<file path="src/rtl/mtx_pkg.sv">
package mtx_pkg;

  typedef enum logic {
    ST_GAP  = 1'b0,
    ST_SEND = 1'b1
  } mtx_state_e;

  function automatic int unsigned max_u(input int unsigned a, input int unsigned b);
    return (a > b) ? a : b;
  endfunction

endpackage

</file>
<file path="src/rtl/mtx_rst_sync.sv">
module mtx_rst_sync (
  input  logic clk,
  input  logic rst_n,
  output logic rst_n_sync_o
);

  logic meta_q;
  logic sync_q;

  always_ff @(posedge clk or negedge rst_n) begin
    if (!rst_n) begin
      meta_q <= 1'b0;
      sync_q <= 1'b0;
    end else begin
      meta_q <= 1'b1;
      sync_q <= meta_q;
    end
  end

  assign rst_n_sync_o = sync_q;

endmodule

</file>
<file path="src/rtl/mtx_framer.sv">
module mtx_framer #(
  parameter int unsigned SEQ_W = 32,
  parameter int unsigned PRE_W = 8,
  parameter logic [PRE_W-1:0] PREAMBLE = 8'hA5,
  parameter int unsigned GAP_W = 8
) (
  input  logic             clk,
  input  logic             rst_n,
  input  logic [SEQ_W-1:0] seq_i,
  input  logic [GAP_W-1:0] gap_i,
  output logic             bit_o,
  output logic             act_o,
  output logic             second_o
);

  import mtx_pkg::*;

  localparam int unsigned PKT_W  = PRE_W + SEQ_W;
  localparam int unsigned HALVES = 2 * PKT_W;
  localparam int unsigned CNT_W  = max_u($clog2(HALVES), GAP_W + 1);

  mtx_state_e       state_q, state_d;
  logic [CNT_W-1:0] cnt_q, cnt_d;
  logic [PKT_W-1:0] shreg_q, shreg_d;
  logic [GAP_W-1:0] gap_q, gap_d;
  logic             cnt_zero;
  logic             load_en;
  logic             shift_en;

  assign cnt_zero = (cnt_q == '0);
  assign load_en  = cnt_zero && ((state_q == ST_GAP) || (gap_q == '0));
  assign shift_en = (state_q == ST_SEND) && !cnt_q[0];

  // next-state process
  always_comb begin
    state_d = state_q;
    cnt_d   = cnt_q;
    shreg_d = shreg_q;
    gap_d   = gap_q;
    if (load_en) begin
      state_d = ST_SEND;
      cnt_d   = CNT_W'(HALVES - 1);
      shreg_d = {PREAMBLE, seq_i};
      gap_d   = gap_i;
    end else if (state_q == ST_SEND) begin
      if (shift_en) begin
        shreg_d = {shreg_q[PKT_W-2:0], 1'b0};
      end
      if (cnt_zero) begin
        state_d = ST_GAP;
        cnt_d   = CNT_W'({gap_q, 1'b0}) - CNT_W'(1);
      end else begin
        cnt_d = cnt_q - CNT_W'(1);
      end
    end else begin
      cnt_d = cnt_q - CNT_W'(1);
    end
  end

  // register process
  always_ff @(posedge clk or negedge rst_n) begin
    if (!rst_n) begin
      state_q <= ST_GAP;
      cnt_q   <= '0;
      shreg_q <= '0;
      gap_q   <= '0;
    end else begin
      state_q <= state_d;
      cnt_q   <= cnt_d;
      shreg_q <= shreg_d;
      gap_q   <= gap_d;
    end
  end

  assign act_o    = (state_q == ST_SEND);
  assign bit_o    = shreg_q[PKT_W-1];
  assign second_o = !cnt_q[0];

endmodule

</file>
<file path="src/rtl/mtx_line_enc.sv">
module mtx_line_enc (
  input  logic clk,
  input  logic rst_n,
  input  logic act_i,
  input  logic bit_i,
  input  logic second_i,
  output logic line_o
);

  logic line_q, line_d;

  always_comb begin
    line_d = act_i & (bit_i ^ second_i);
  end

  always_ff @(posedge clk or negedge rst_n) begin
    if (!rst_n) begin
      line_q <= 1'b0;
    end else begin
      line_q <= line_d;
    end
  end

  assign line_o = line_q;

endmodule

</file>
<file path="src/rtl/mtx_top.sv">
module mtx_top #(
  parameter int unsigned SEQ_W = 32,
  parameter int unsigned PRE_W = 8,
  parameter logic [PRE_W-1:0] PREAMBLE = 8'hA5,
  parameter int unsigned GAP_W = 8,
  parameter int unsigned LINES_PER_GRP = 4
) (
  input  logic                         clk,
  input  logic                         rst_n,
  input  logic [SEQ_W-1:0]             seq_num_i,
  input  logic [GAP_W-1:0]             spacing_a_i,
  input  logic [GAP_W-1:0]             spacing_b_i,
  output logic [2*LINES_PER_GRP-1:0]   lines_o
);

  localparam int unsigned GROUPS = 2;

  logic              rst_n_int;
  logic [GAP_W-1:0]  gap_sel [GROUPS];
  logic [GROUPS-1:0] grp_act;
  logic [GROUPS-1:0] grp_second;
  logic [GROUPS-1:0] grp_bit;
  logic [GROUPS-1:0] grp_line;

  assign gap_sel[0] = spacing_a_i;
  assign gap_sel[1] = spacing_b_i;

  mtx_rst_sync u_rst_sync (
    .clk          (clk),
    .rst_n        (rst_n),
    .rst_n_sync_o (rst_n_int)
  );

  for (genvar g = 0; g < GROUPS; g++) begin : g_grp
    mtx_framer #(
      .SEQ_W    (SEQ_W),
      .PRE_W    (PRE_W),
      .PREAMBLE (PREAMBLE),
      .GAP_W    (GAP_W)
    ) u_framer (
      .clk      (clk),
      .rst_n    (rst_n_int),
      .seq_i    (seq_num_i),
      .gap_i    (gap_sel[g]),
      .bit_o    (grp_bit[g]),
      .act_o    (grp_act[g]),
      .second_o (grp_second[g])
    );

    mtx_line_enc u_enc (
      .clk      (clk),
      .rst_n    (rst_n_int),
      .act_i    (grp_act[g]),
      .bit_i    (grp_bit[g]),
      .second_i (grp_second[g]),
      .line_o   (grp_line[g])
    );

    assign lines_o[g*LINES_PER_GRP +: LINES_PER_GRP] = {LINES_PER_GRP{grp_line[g]}};
  end

endmodule

</file>
<file path="config.mk">
export PLATFORM = sky130hd
export DESIGN_NAME = mtx_top
export DESIGN_NICKNAME = d
export VERILOG_FILES = /design/src/rtl/mtx_pkg.sv /design/src/rtl/mtx_rst_sync.sv /design/src/rtl/mtx_framer.sv /design/src/rtl/mtx_line_enc.sv /design/src/rtl/mtx_top.sv
export SDC_FILE = /design/constraint.sdc
export NUM_CORES = 1
export LEC_CHECK = 0
export BUFFER_PORTS_ARGS = -buffer_cell sky130_fd_sc_hd__buf_4
export CAP_MARGIN = 15
export CORE_UTILIZATION = 60
export CTS_CLUSTER_SIZE = 14
export DETAILED_ROUTE_END_ITERATION = 10
export PLACE_DENSITY = 0.81
export SLEW_MARGIN = 30
export SYNTH_ARGS = -nofsm -noshare
export SYNTH_HDL_FRONTEND = slang
export SYNTH_SLANG_ARGS = --single-unit
export TNS_END_PERCENT = 20
</file>
<file path="constraint.sdc">
create_clock -name clk -period 7.15 [get_ports clk]
set_input_delay 1.0725 -clock clk [delete_from_list [all_inputs] [get_ports clk]]
set_output_delay 1.0725 -clock clk [all_outputs]
set_load 0.1 [all_outputs]
</file>
-- Word level (Yosys, flattened, before mapping)
Index checks and enable logic that the tools add are counted.
- ROM bits: 0
- RAM bits: 0
- logic and storage cells: 58
- latch bits: 0
- bits in registers: 120
- output and inout bits: 8
- memories: 0
- bitwise gates (word level): 6
- add/subtract/negate cells: 4
- reduce and logical (&&, ||, !) cells: 18
- shift-type cells: 0
- eq/ne operators: 0
- order comparisons: 0
- muxes and demuxes: 18
- div/mod/pow operators: 0
- multipliers: 0
- operators with widths (kind ; number):
    two-way mux 40 bit ; 6
    two-way mux 9 bit ; 6
    subtractor 9 x 1 -> 9 bit (second input constant) ; 4
    logical NOT 9 bit ; 2
    logical NOT 8 bit ; 2
    nonzero test 2 bit ; 4
    two-way mux 1 bit ; 6
    logical AND 1 bit ; 4
    AND reduction 2 bit ; 2
    bitwise AND 1 bit ; 2
    logical NOT 1 bit ; 2
    logical OR 1 bit ; 2
    NOT 1 bit ; 2
    bitwise XOR 1 bit ; 2

-- Longest topological paths before layout
Gate-level depths: netlist (run 1).
- depth in word-level cells: 5
- depth in mapped cells: 9

-- Cells and area by module
A second synthesis (run 1) with hierarchy kept.
- cell total of the unflattened synthesis: 563
- area total of the unflattened synthesis: 5864.4 µm²
- modules (own cells, without submodules) (module ; area an instance (µm²) ; cells an instance ; times used ; seq. area each (µm²)):
    mtx_framer ; 2842.7 ; 274 ; 2 ; 1451.4
    mtx_line_enc ; 40.0 ; 3 ; 2 ; 25.0
    mtx_rst_sync ; 53.8 ; 3 ; 1 ; 50.0
    mtx_top ; 45.0 ; 6 ; 1 ; 0.0

-- Worst setup path after synthesis (run 1)
Ideal clock, no wire load.
- path type: register to register
- start point: register g_grp[1].u_framer.cnt_q[0]
- end point: register g_grp[1].u_framer.gap_q[3]
- cell stages (with the launch flop): 10
- library setup time: 0.125 ns
- slack: 4.646 ns
- arrival: 2.379 ns
- required time: 7.025 ns
- cell sequence: dfrtp_1 > inv_1 > ha_1 > or4b_1 > clkbuf_1 > or3_1 > clkbuf_1 > nor2_4 > buf_4 > mux2_2
- cells in the longest elaborated chain, start to end: 2
- ends and longest elaborated chain (what ; RTL line ; text):
    start: declaration ; mtx_framer.sv:23 ; logic [CNT_W-1:0] cnt_q, cnt_d;
    start signal: assignment ; mtx_framer.sv:69 ; cnt_q <= cnt_d;
    logical NOT 9 bit ; mtx_framer.sv:30 ; assign cnt_zero = (cnt_q == '0);
    logical AND 1 bit ; mtx_framer.sv:31 ; assign load_en = cnt_zero && ((state_q == ST_GAP) || (gap_q == '0));
    end signal: assignment ; mtx_framer.sv:71 ; gap_q <= gap_d;
    end: declaration ; mtx_framer.sv:25 ; logic [GAP_W-1:0] gap_q, gap_d;
No other way between the ends.
A chain may end at the register's enable or synchronous reset.

-- Worst setup path after layout (run 1)
- start point: register g_grp[0].u_framer.cnt_q[0]
- end point: register g_grp[0].u_framer.gap_q[5]
- cells in the longest elaborated chain, start to end: 2
- ends and longest elaborated chain (what ; RTL line):
    start: declaration ; mtx_framer.sv:23
    start signal: assignment ; mtx_framer.sv:69
    logical NOT 9 bit ; mtx_framer.sv:30
    logical AND 1 bit ; mtx_framer.sv:31
    end signal: assignment ; mtx_framer.sv:71
    end: declaration ; mtx_framer.sv:25
No other way between the ends.

==> flow_metrics.tcl, run 1 <==
set metrics [dict create \
    status "complete, no violations" \
    critPathRequiredTime_ns 7.56 \
    drv_slew 0 \
    cts_buffer_depth 2 \
    path_class "flop to flop" \
    grt_pass1_vias 4059 \
    synth-main-ff-cell "dfrtp_1" \
    slew_headroom 0.486 \
    grtUsageTotal 0.247 \
    grt.overflow.total 0 \
    floorplan.die.height_um 100 \
    dieArea_sq_um 10100 \
    min_period_over_period 0.408 \
    comb_power_share 0.047 \
    synth_cell_types 44 \
    rr_endpoint "g_grp[0].u_framer.gap_q[5]$_DFFE_PN0P_" \
    switchingPower_mw 0.349 \
    skew_ns 0.00682 \
    max_freq_ghz 0.343 \
    synth-seq-cells 120 \
    critPathMaxFanout 14 \
    post_cts_buffers 0 \
    startpoint "g_grp[0].u_framer.cnt_q[0]$_DFF_PN0_" \
    drt_iter0_markers 182 \
    yosys_warnings 0 \
    p_per_area_nw_per_um2 235 \
    cts_tree "built" \
    antenna_found_initial 0 \
    vias 3939 \
    routed_wirelength_um 11200 \
    hold_viol 0 \
    dp_hpwl_um 6940 \
    endpoint "g_grp[0].u_framer.gap_q[5]$_DFFE_PN0P_" \
    grt_max_degree 72 \
    rsz0062_at_grt "false" \
    clockPowerShare 0.506 \
    setup_viol 0 \
    syn_area_sq_um 5800 \
    drive_gt1_frac 0.312 \
    period_needed_ns 2.92 \
    pin_count 58 \
    clock_sinks 120 \
    startpoint_type "flop" \
    maxCapViolations 0 \
    cts-root-buf "clkbuf_8" \
    fp.dieW_um 100 \
    diodes 0 \
    ant_nets 0 \
    dr.pass1.iters 4 \
    yosysSeqAreaShare 0.518 \
    finalInstanceArea_sq_um 6840 \
    hold_path.class "input port to asynchronous set/reset pin" \
    cts_made_buffers 17 \
    seqPwrFrac 0.447 \
    synth_enable_flop_cells 0 \
    area_growth_pct 18.0 \
    synthCells 506 \
    switching_share 0.217 \
    whs_ns 0.317 \
    io_buffers 57 \
    cts.clk_slew.worst_paths_ns 0.05 \
    wl_per_cell_um 16.2 \
    core-area_sq_um 9280 \
    dp_slack_ns 4.24 \
    place.gp.congestion 0.807 \
    r2r_slack_ns 4.23 \
    cts_hold_buffers 0 \
    syn_avg_cell_area_sq_um 11.5 \
    r2r.worst_path.cells 6 \
    final_nets 608 \
    cts_resized 0 \
    fin_setup_tns_ns 0 \
    worstPathArrival_ns 3.33 \
    htree_levels 4 \
    synthArstFlopShare 1.00 \
    drc_errors 0 \
    setup_ws_ns 4.23 \
    tightest_slew_ns 0.765 \
    worstReg2RegStart "g_grp[0].u_framer.cnt_q[0]$_DFF_PN0_" \
    final_util 0.737 \
    ir_drop_uv 175 \
    internal_power_mw 1.26 \
    p_leak_nw 3.03 \
    clock_latency_ns 0.53 \
    grt_pass1_wl_um 19100 \
    std_cell_rows 35 \
    start_util 0.625 \
    avgViaCountPerCell 5.68 \
    cp-end-kind "flop" \
    syn-num-nets 562 \
    placed_area_sq_um 6240 \
]
==> metrics by stage <==
stage / total power [mW] / instances
global placement: 0.802 / 661
finish: 1.61 / 694
detailed placement: 0.805 / 661
CTS: 1.62 / 693
floorplan: 0.768 / 506
global route: 1.66 / 694
==> cell usage after synthesis (all sizes together), types with 2 or more instances <==
cell type | number | share of area
buf | 22 | 0.027
nand3 | 8 | 0.0069
mux2i | 44 | 0.076
mux2 | 78 | 0.15
nor3 | 37 | 0.032
o211ai | 2 | 0.0026
a31oi | 2 | 0.0022
inv | 12 | 0.0078
xnor2 | 10 | 0.015
nand2b | 2 | 0.0022
o21ai | 8 | 0.0069
xor2 | 11 | 0.017
o21a | 2 | 0.0026
and3 | 2 | 0.0022
nor2 | 21 | 0.015
nand2 | 38 | 0.025
a21oi | 38 | 0.033
dfrtp | 120 | 0.52
nor4 | 3 | 0.0032
or3 | 4 | 0.0043
ha | 6 | 0.013
clkbuf | 15 | 0.0097
or4 | 3 | 0.0039
nor3b | 2 | 0.0026
or4b | 2 | 0.0035
==> registers in the layout, indices dropped and copies added, names as in the netlist, named ones only <==
name and flops:
u_rst_sync.meta_q 1, u_rst_sync.rst_n_sync_o 1, g_grp.u_enc.line_o 2, g_grp.u_framer.gap_q 16, g_grp.u_framer.shreg_q 80, g_grp.u_framer.cnt_q 18
==> cell usage in the layout (no fill, tap or decap), types with 11 or more instances in the layout <==
cell type and instances:
a21oi_1 37, buf_4 62, clkbuf_16 16, dfrtp_1 119, inv_1 12, mux2_2 78, mux2i_1 44, nand2_1 38
nor2_1 19, nor3_1 37, xor2_1 11
==> cells by family (layout without fill, tap and decap cells) <==
family / count (synthesis) / after routing / share of synthesized area
adders and majority gates: 6 / 6 / 0.0129
and+or+nand+nor: 125 / 125 / 0.103
DFF: 120 / 120 / 0.518
AOI/OAI and AO/OA: 62 / 62 / 0.0617
xor gates and xnor gates: 21 / 21 / 0.0317
muxes: 122 / 122 / 0.227
other: 1 / 1 / 0.000647
buffers and inverters: 49 / 108 / 0.0442
==> how the worst min path moves through the flow <==
| stage | slack, ns | depth (start not counted) | to |
|---|---|---|---|
| after CTS | 0.30 | 1 | u_rst_sync.rst_n_sync_o$_DFF_PN0_ |
| after global placement | 0.34 | 0 | u_rst_sync.rst_n_sync_o$_DFF_PN0_ |
| final | 0.32 | 1 | u_rst_sync.rst_n_sync_o$_DFF_PN0_ |
| after detailed placement | 0.35 | 0 | u_rst_sync.rst_n_sync_o$_DFF_PN0_ |
| after floorplan | 0.33 | 0 | u_rst_sync.rst_n_sync_o$_DFF_PN0_ |
| after global routing | 0.30 | 1 | u_rst_sync.rst_n_sync_o$_DFF_PN0_ |
==> critical path, stage by stage, from the launching register on <==
cell and delay [ns]:
dfrtp_1 0.47, inv_1 0.12, ha_1 0.19, nor3b_1 0.54, nand3_1 0.43, a21oi_2 0.64, mux2_2 0.41
==> routing by layer <==
layer | track usage | routed length, um | vias up
met5 | 0 | 0 | -
met1 | 0.318 | 4890 | 1941
li1 | - | - | 1881
met2 | 0.401 | 5670 | 101
met3 | 0.0627 | 471 | 16
met4 | 0.104 | 176 | 0
==> power by group through the flow <==
stage	Combinational (mW)	Clock, mW	Sequential [mW]
after detailed placement	0.0752	0	0.730
after global routing	0.0835	0.855	0.722
after floorplan	0.0384	0	0.730
after global placement	0.0728	0	0.729
final	0.0758	0.813	0.719
after CTS	0.0764	0.821	0.719
==> layout make-up <==
cell class / count / area, sq um
Tap cell: 129 / 161
Clock inverter: 8 / 95.1
Inverter: 12 / 45.0
Timing Repair Buffer: 64 / 504
Clock buffer: 24 / 470
Fill cell: 620 / 2440
Multi-Input combinational cell: 337 / 2560
Sequential cell: 120 / 3010
(Power assumes the default switching activity.)
==> run 2: changes to the inputs <==
CORE_UTILIZATION = 59   (was 60)
PLACE_DENSITY = 0.8   (was 0.81)
clock period = 2.9 ns   (was 7.15 ns; I/O delays follow)
==> run 2 against run 1 <==
Compared with the run above: die area increased by 1.7%; non-clock buffer count rose by 4; combinational power up 150%; setup slack lost 3.9 ns; critical path type unchanged.
==> flow_metrics.tcl, run 2 (synthesized netlist as in run 1, its figures left out) <==
set metrics [dict create \
    cts_buffer_depth 2 \
    maxCapViolations 0 \
    top_register "g_grp.u_framer.shreg_q" \
    register_area_sq_um 3010 \
    antenna_found_initial 0 \
    diodes 0 \
    setup_ws_ns 0.306 \
    hold_path.class "input port to flop" \
    critPathMaxFanout 14 \
    drv_slew 0 \
    grt_max_degree 62 \
    clock_sinks 120 \
    start_util 0.619 \
    setup_viol 0 \
    drive_gt1_frac 0.318 \
    htree_levels 4 \
    fillers 649 \
    rsz0062_at_grt "false" \
    instances_no_fill 698 \
    multi_input_area_sq_um 2550 \
    ir_drop_uv 393 \
    cts_made_buffers 17 \
    whs_ns 0.156 \
    avgViaCountPerCell 5.65 \
    grtUsageTotal 0.243 \
    grt.overflow.total 0 \
    cts-root-buf "clkbuf_8" \
    pin_count 58 \
    area_growth_pct 18.3 \
    cp-end-kind "flop" \
    worstPathArrival_ns 2.99 \
    routed-wl-met2_um 5750 \
    min_period_over_period 0.894 \
    critPathRequiredTime_ns 3.29 \
    slew_headroom 0.467 \
    std_cell_rows 35 \
    largest_reg_flops 80 \
    wl_met3_um 370 \
    clock_latency_ns 0.51 \
    drc_errors 0 \
    ant_nets 0 \
    grt_pass1_wl_um 19100 \
    p_per_area_nw_per_um2 575 \
    io_buffers 57 \
    dp_hpwl_um 6930 \
    path_class "flop to flop" \
    status "complete, no violations" \
    fp.dieW_um 101 \
    tightest_slew_ns 0.800 \
    hold_viol 0 \
    period_needed_ns 2.59 \
    fin_setup_tns_ns 0 \
    skew_ns 0.0117 \
    cts_tree "built" \
    final_nets 612 \
    reg.largest.list "g_grp.u_framer.shreg_q: 80 flops, g_grp.u_framer.cnt_q: 18 flops, g_grp.u_framer.gap_q: 16 flops" \
    cts.clk_slew.worst_paths_ns 0.06 \
    highest_layer "met4" \
    vias 3946 \
    place.gp.congestion 0.826 \
    p_leak_nw 3.04 \
    routed_wirelength_um 11200 \
    max_freq_ghz 0.386 \
    core-area_sq_um 9370 \
    wl_met1_um 4960 \
    dieArea_sq_um 10200 \
    place_inst 665 \
    most-common-layout-cells "dfrtp_1 (119), mux2_2 (78), buf_4 (66)" \
    drt_iter0_markers 179 \
    wl_per_cell_um 16.0 \
    final_common_cell "dfrtp_1" \
    floorplan.die.height_um 101 \
    startpoint_type "flop" \
    grt_pass1_vias 4117 \
    dp_slack_ns 0.322 \
    dr.pass1.iters 4 \
]
## run 2: stage by stage
stage	total power, mW	cell area [sq um]	utilization
floorplan	1.89	5800	-
global placement	1.98	6280	0.670
detailed placement	1.99	6280	0.670
CTS	3.98	6860	0.732
global route	4.09	6860	0.732
finish	3.95	6860	0.732
## run 2: final timing paths
path | from | endpoint | slack (ns) | cells after the start
setup / recovery | g_grp[1].u_framer.cnt_q[0]$_DFF_PN0_ | g_grp[1].u_framer.gap_q[2]$_DFFE_PN0P_ | 0.31 | 6
hold reg to reg | u_rst_sync.meta_q$_DFF_PN0_ | u_rst_sync.rst_n_sync_o$_DFF_PN0_ | 0.36 | 0
hold / removal | spacing_b_i[4] | g_grp[1].u_framer.gap_q[4]$_DFFE_PN0P_ | 0.16 | 2
max in group asynchronous | u_rst_sync.rst_n_sync_o$_DFF_PN0_ | g_grp[0].u_framer.gap_q[3]$_DFFE_PN0P_ | 1.68 | 1
setup reg to reg | g_grp[1].u_framer.cnt_q[0]$_DFF_PN0_ | g_grp[1].u_framer.gap_q[2]$_DFFE_PN0P_ | 0.31 | 6
min in group asynchronous | rst_n | u_rst_sync.rst_n_sync_o$_DFF_PN0_ | 0.25 | 2
## run 2: critical path: stages (launching register included)
cell and delay, ns:
dfrtp_1 0.44, inv_1 0.09, ha_1 0.21, or4b_1 0.56, or3_1 0.45, nor2_4 0.34
mux2_2 0.38
## run 2: metal layers
metal | track usage | up-vias
met5 | 0 | -
met4 | 0.0691 | 0
met1 | 0.308 | 1958
li1 | - | 1883
met3 | 0.0580 | 12
met2 | 0.420 | 93
## run 2: cell type report
type	instances	share of cell area
timing repair buffer	68	0.0766
clock inverter	14	0.0221
sequential	120	0.438
tap	129	0.0235
clock buffer	18	0.0609
multi-input combinational	337	0.372
inverter	12	0.00656
## run 2: timing repair
item / CTS / global route
buffers inserted: 0 / 0
hold endpoints to repair: 2 / 0
gates resized for setup: 0 / 0
endpoints found under the setup margin: 0 / 0
hold buffers: 1 / 0
## run 2: where the power goes
group	leakage [nW]	total (mW)	internal [mW]	switching [mW]
combinational	1.33	0.187	0.0959	0.0909
clock	0.264	1.99	1.22	0.762
sequential	1.44	1.77	1.72	0.0503
total	3.04	3.95	3.04	0.903
==> run 3: changes to the inputs <==
CTS_BUF_LIST = sky130_fd_sc_hd__clkbuf_16   (was not set)
==> run 3 against run 2 <==
Compared with the run above: cell area up 0.16%; sequential cell count unchanged; register-to-register slack about the same; largest cell class unchanged; die area unchanged; worst hold slack better by 0.10 ns; wire length up 0.86%; clock-buffer cell count down 1; critical path depth unchanged.
==> flow_metrics.tcl, run 3 (synthesized netlist as in run 1, its figures left out) <==
set metrics [dict create \
    grtUsageTotal 0.248 \
    p_leak_nw 3.05 \
    dr.pass1.iters 4 \
    dp_slack_ns 0.322 \
    critPathSlowestCell "or4b_1" \
    wl_per_cell_um 16.1 \
    cts_resized 0 \
    final_common_cell "dfrtp_1" \
    cts_buffer_depth 2 \
    io_buffers 57 \
    avgViaCountPerCell 5.70 \
    slew_headroom 0.464 \
    internal_power_mw 3.08 \
    cts_hold_buffers 1 \
    htree_levels 4 \
    clockPowerShare 0.507 \
    p_per_area_nw_per_um2 579 \
    cts-root-buf "clkbuf_16" \
    antenna_found_initial 0 \
    setup_viol 0 \
    slowest_delay_ns 0.56 \
    drv_slew 0 \
    hold_path.class "input port to flop" \
    startpoint_type "flop" \
    period_needed_ns 2.59 \
    switching_share 0.225 \
    routed_wirelength_um 11300 \
    setup_ws_ns 0.310 \
    cts_tree "built" \
    cp-end-kind "flop" \
    ir_drop_uv 406 \
    grtUsageMet2 0.422 \
    most-common-layout-cells "dfrtp_1 (119), mux2_2 (78), buf_4 (66)" \
    grt_pass1_vias 4138 \
    rsz0062_at_grt "false" \
    r2r.worst_path.cells 6 \
    busiest_layer "met2" \
    worstPathArrival_ns 2.88 \
    grt_max_degree 62 \
    path_class "flop to flop" \
    path_cells "inv_1, ha_1, or4b_1, or3_1, nor2_4, mux2_2" \
    use_met1 0.316 \
    cts_made_buffers 17 \
    gr-usage-met3 0.0607 \
    ant_nets 0 \
    std_cell_rows 35 \
    fin_setup_tns_ns 0 \
    dp_hpwl_um 6930 \
    start_util 0.619 \
    maxCapViolations 0 \
    crit_cells 6 \
    min_period_over_period 0.893 \
    final_nets 612 \
    critPathMaxFanout 14 \
    dieArea_sq_um 10200 \
    drive_gt1_frac 0.318 \
    clock_latency_ns 0.41 \
    largest_reg_flops 80 \
    clock_sinks 120 \
    hold_depth 2 \
    cp_top_family "simple AND/OR/NAND/NOR gates" \
    seqPwrFrac 0.446 \
    worst-path-buf-inv 1 \
    floorplan.die.height_um 101 \
    area_growth_pct 18.5 \
    post_cts_buffers 0 \
    skew_ns 0.00699 \
    critPathRequiredTime_ns 3.19 \
    comb_power_share 0.047 \
    drc_errors 0 \
    reg.largest.list "g_grp.u_framer.shreg_q: 80 flops, g_grp.u_framer.cnt_q: 18 flops, g_grp.u_framer.gap_q: 16 flops" \
    place.gp.congestion 0.826 \
    max_freq_ghz 0.386 \
    tightest_slew_ns 0.805 \
    vias 3979 \
    whs_ns 0.258 \
    core-area_sq_um 9370 \
    grt_pass1_wl_um 19300 \
    grt.overflow.total 0 \
    p_total_mw 3.98 \
    fp.dieW_um 101 \
    status "complete, no violations" \
    switchingPower_mw 0.896 \
    drt_iter0_markers 186 \
    hold_viol 0 \
    pin_count 58 \
    top_register "g_grp.u_framer.shreg_q" \
    diodes 0 \
    cts.clk_slew.worst_paths_ns 0.06 \
]
[run 3: changes by cell type in the layout (fill, tap and decap cells not counted)]
| cell | previous run | this run |
|---|---|---|
| inv_1 | 12 | 13 |
| clkbuf_8 | 1 | 0 |
| clkbuf_16 | 16 | 17 |
| clkbuf_1 | 1 | 0 |
[run 3: layer usage]
metal / routed length [um] / up-vias
met3: 358 / 12
met4: 112 / 0
met5: 0 / -
li1: - / 1883
met2: 5700 / 86
met1: 5080 / 1998
[run 3: area by class of cell]
class	count	area (sq um)
sequential	120	3010
tap	129	161
timing repair buffer	68	526
clock buffer	17	425
multi-input combinational	337	2550
inverter	12	45.0
clock inverter	15	155
fill	655	2500
[run 3: worst register-to-register path, stage by stage, from the launching register on]
cell and delay [ns]:
dfrtp_1 0.44, inv_1 0.09, ha_1 0.21, or4b_1 0.56, or3_1 0.45, nor2_4 0.34
mux2_2 0.39
[run 3: through the flow]
step | cell area [sq um] | std cells | utilization
6_report | 6870 | 698 | 0.733
5_1_grt | 6870 | 698 | 0.733
4_1_cts | 6870 | 698 | 0.733
3_5_place_dp | 6280 | 665 | 0.670
3_3_place_gp | 6280 | 665 | 0.670
2_1_floorplan | 5800 | 506 | -
[run 3: power by group through the flow]
| stage | clock (mW) | combinational (mW) | sequential (mW) |
|---|---|---|---|
| finish | 2.02 | 0.187 | 1.77 |
| global placement | 0 | 0.178 | 1.80 |
| floorplan | 0 | 0.0948 | 1.80 |
| detailed placement | 0 | 0.185 | 1.80 |
| CTS | 2.05 | 0.190 | 1.77 |
| global route | 2.14 | 0.206 | 1.78 |
[run 3: worst paths after layout]
path / endpoint / slack [ns] / start
max in group asynchronous: g_grp[0].u_framer.cnt_q[1]$_DFF_PN0_ / 1.69 / u_rst_sync.rst_n_sync_o$_DFF_PN0_
worst max register to register: g_grp[1].u_framer.gap_q[2]$_DFFE_PN0P_ / 0.31 / g_grp[1].u_framer.cnt_q[0]$_DFF_PN0_
worst min register to register: u_rst_sync.rst_n_sync_o$_DFF_PN0_ / 0.36 / u_rst_sync.meta_q$_DFF_PN0_
worst max-delay path: g_grp[1].u_framer.gap_q[2]$_DFFE_PN0P_ / 0.31 / g_grp[1].u_framer.cnt_q[0]$_DFF_PN0_
worst min-delay path: g_grp[1].u_framer.gap_q[4]$_DFFE_PN0P_ / 0.26 / spacing_b_i[4]
min in group asynchronous: u_rst_sync.rst_n_sync_o$_DFF_PN0_ / 0.37 / rst_n
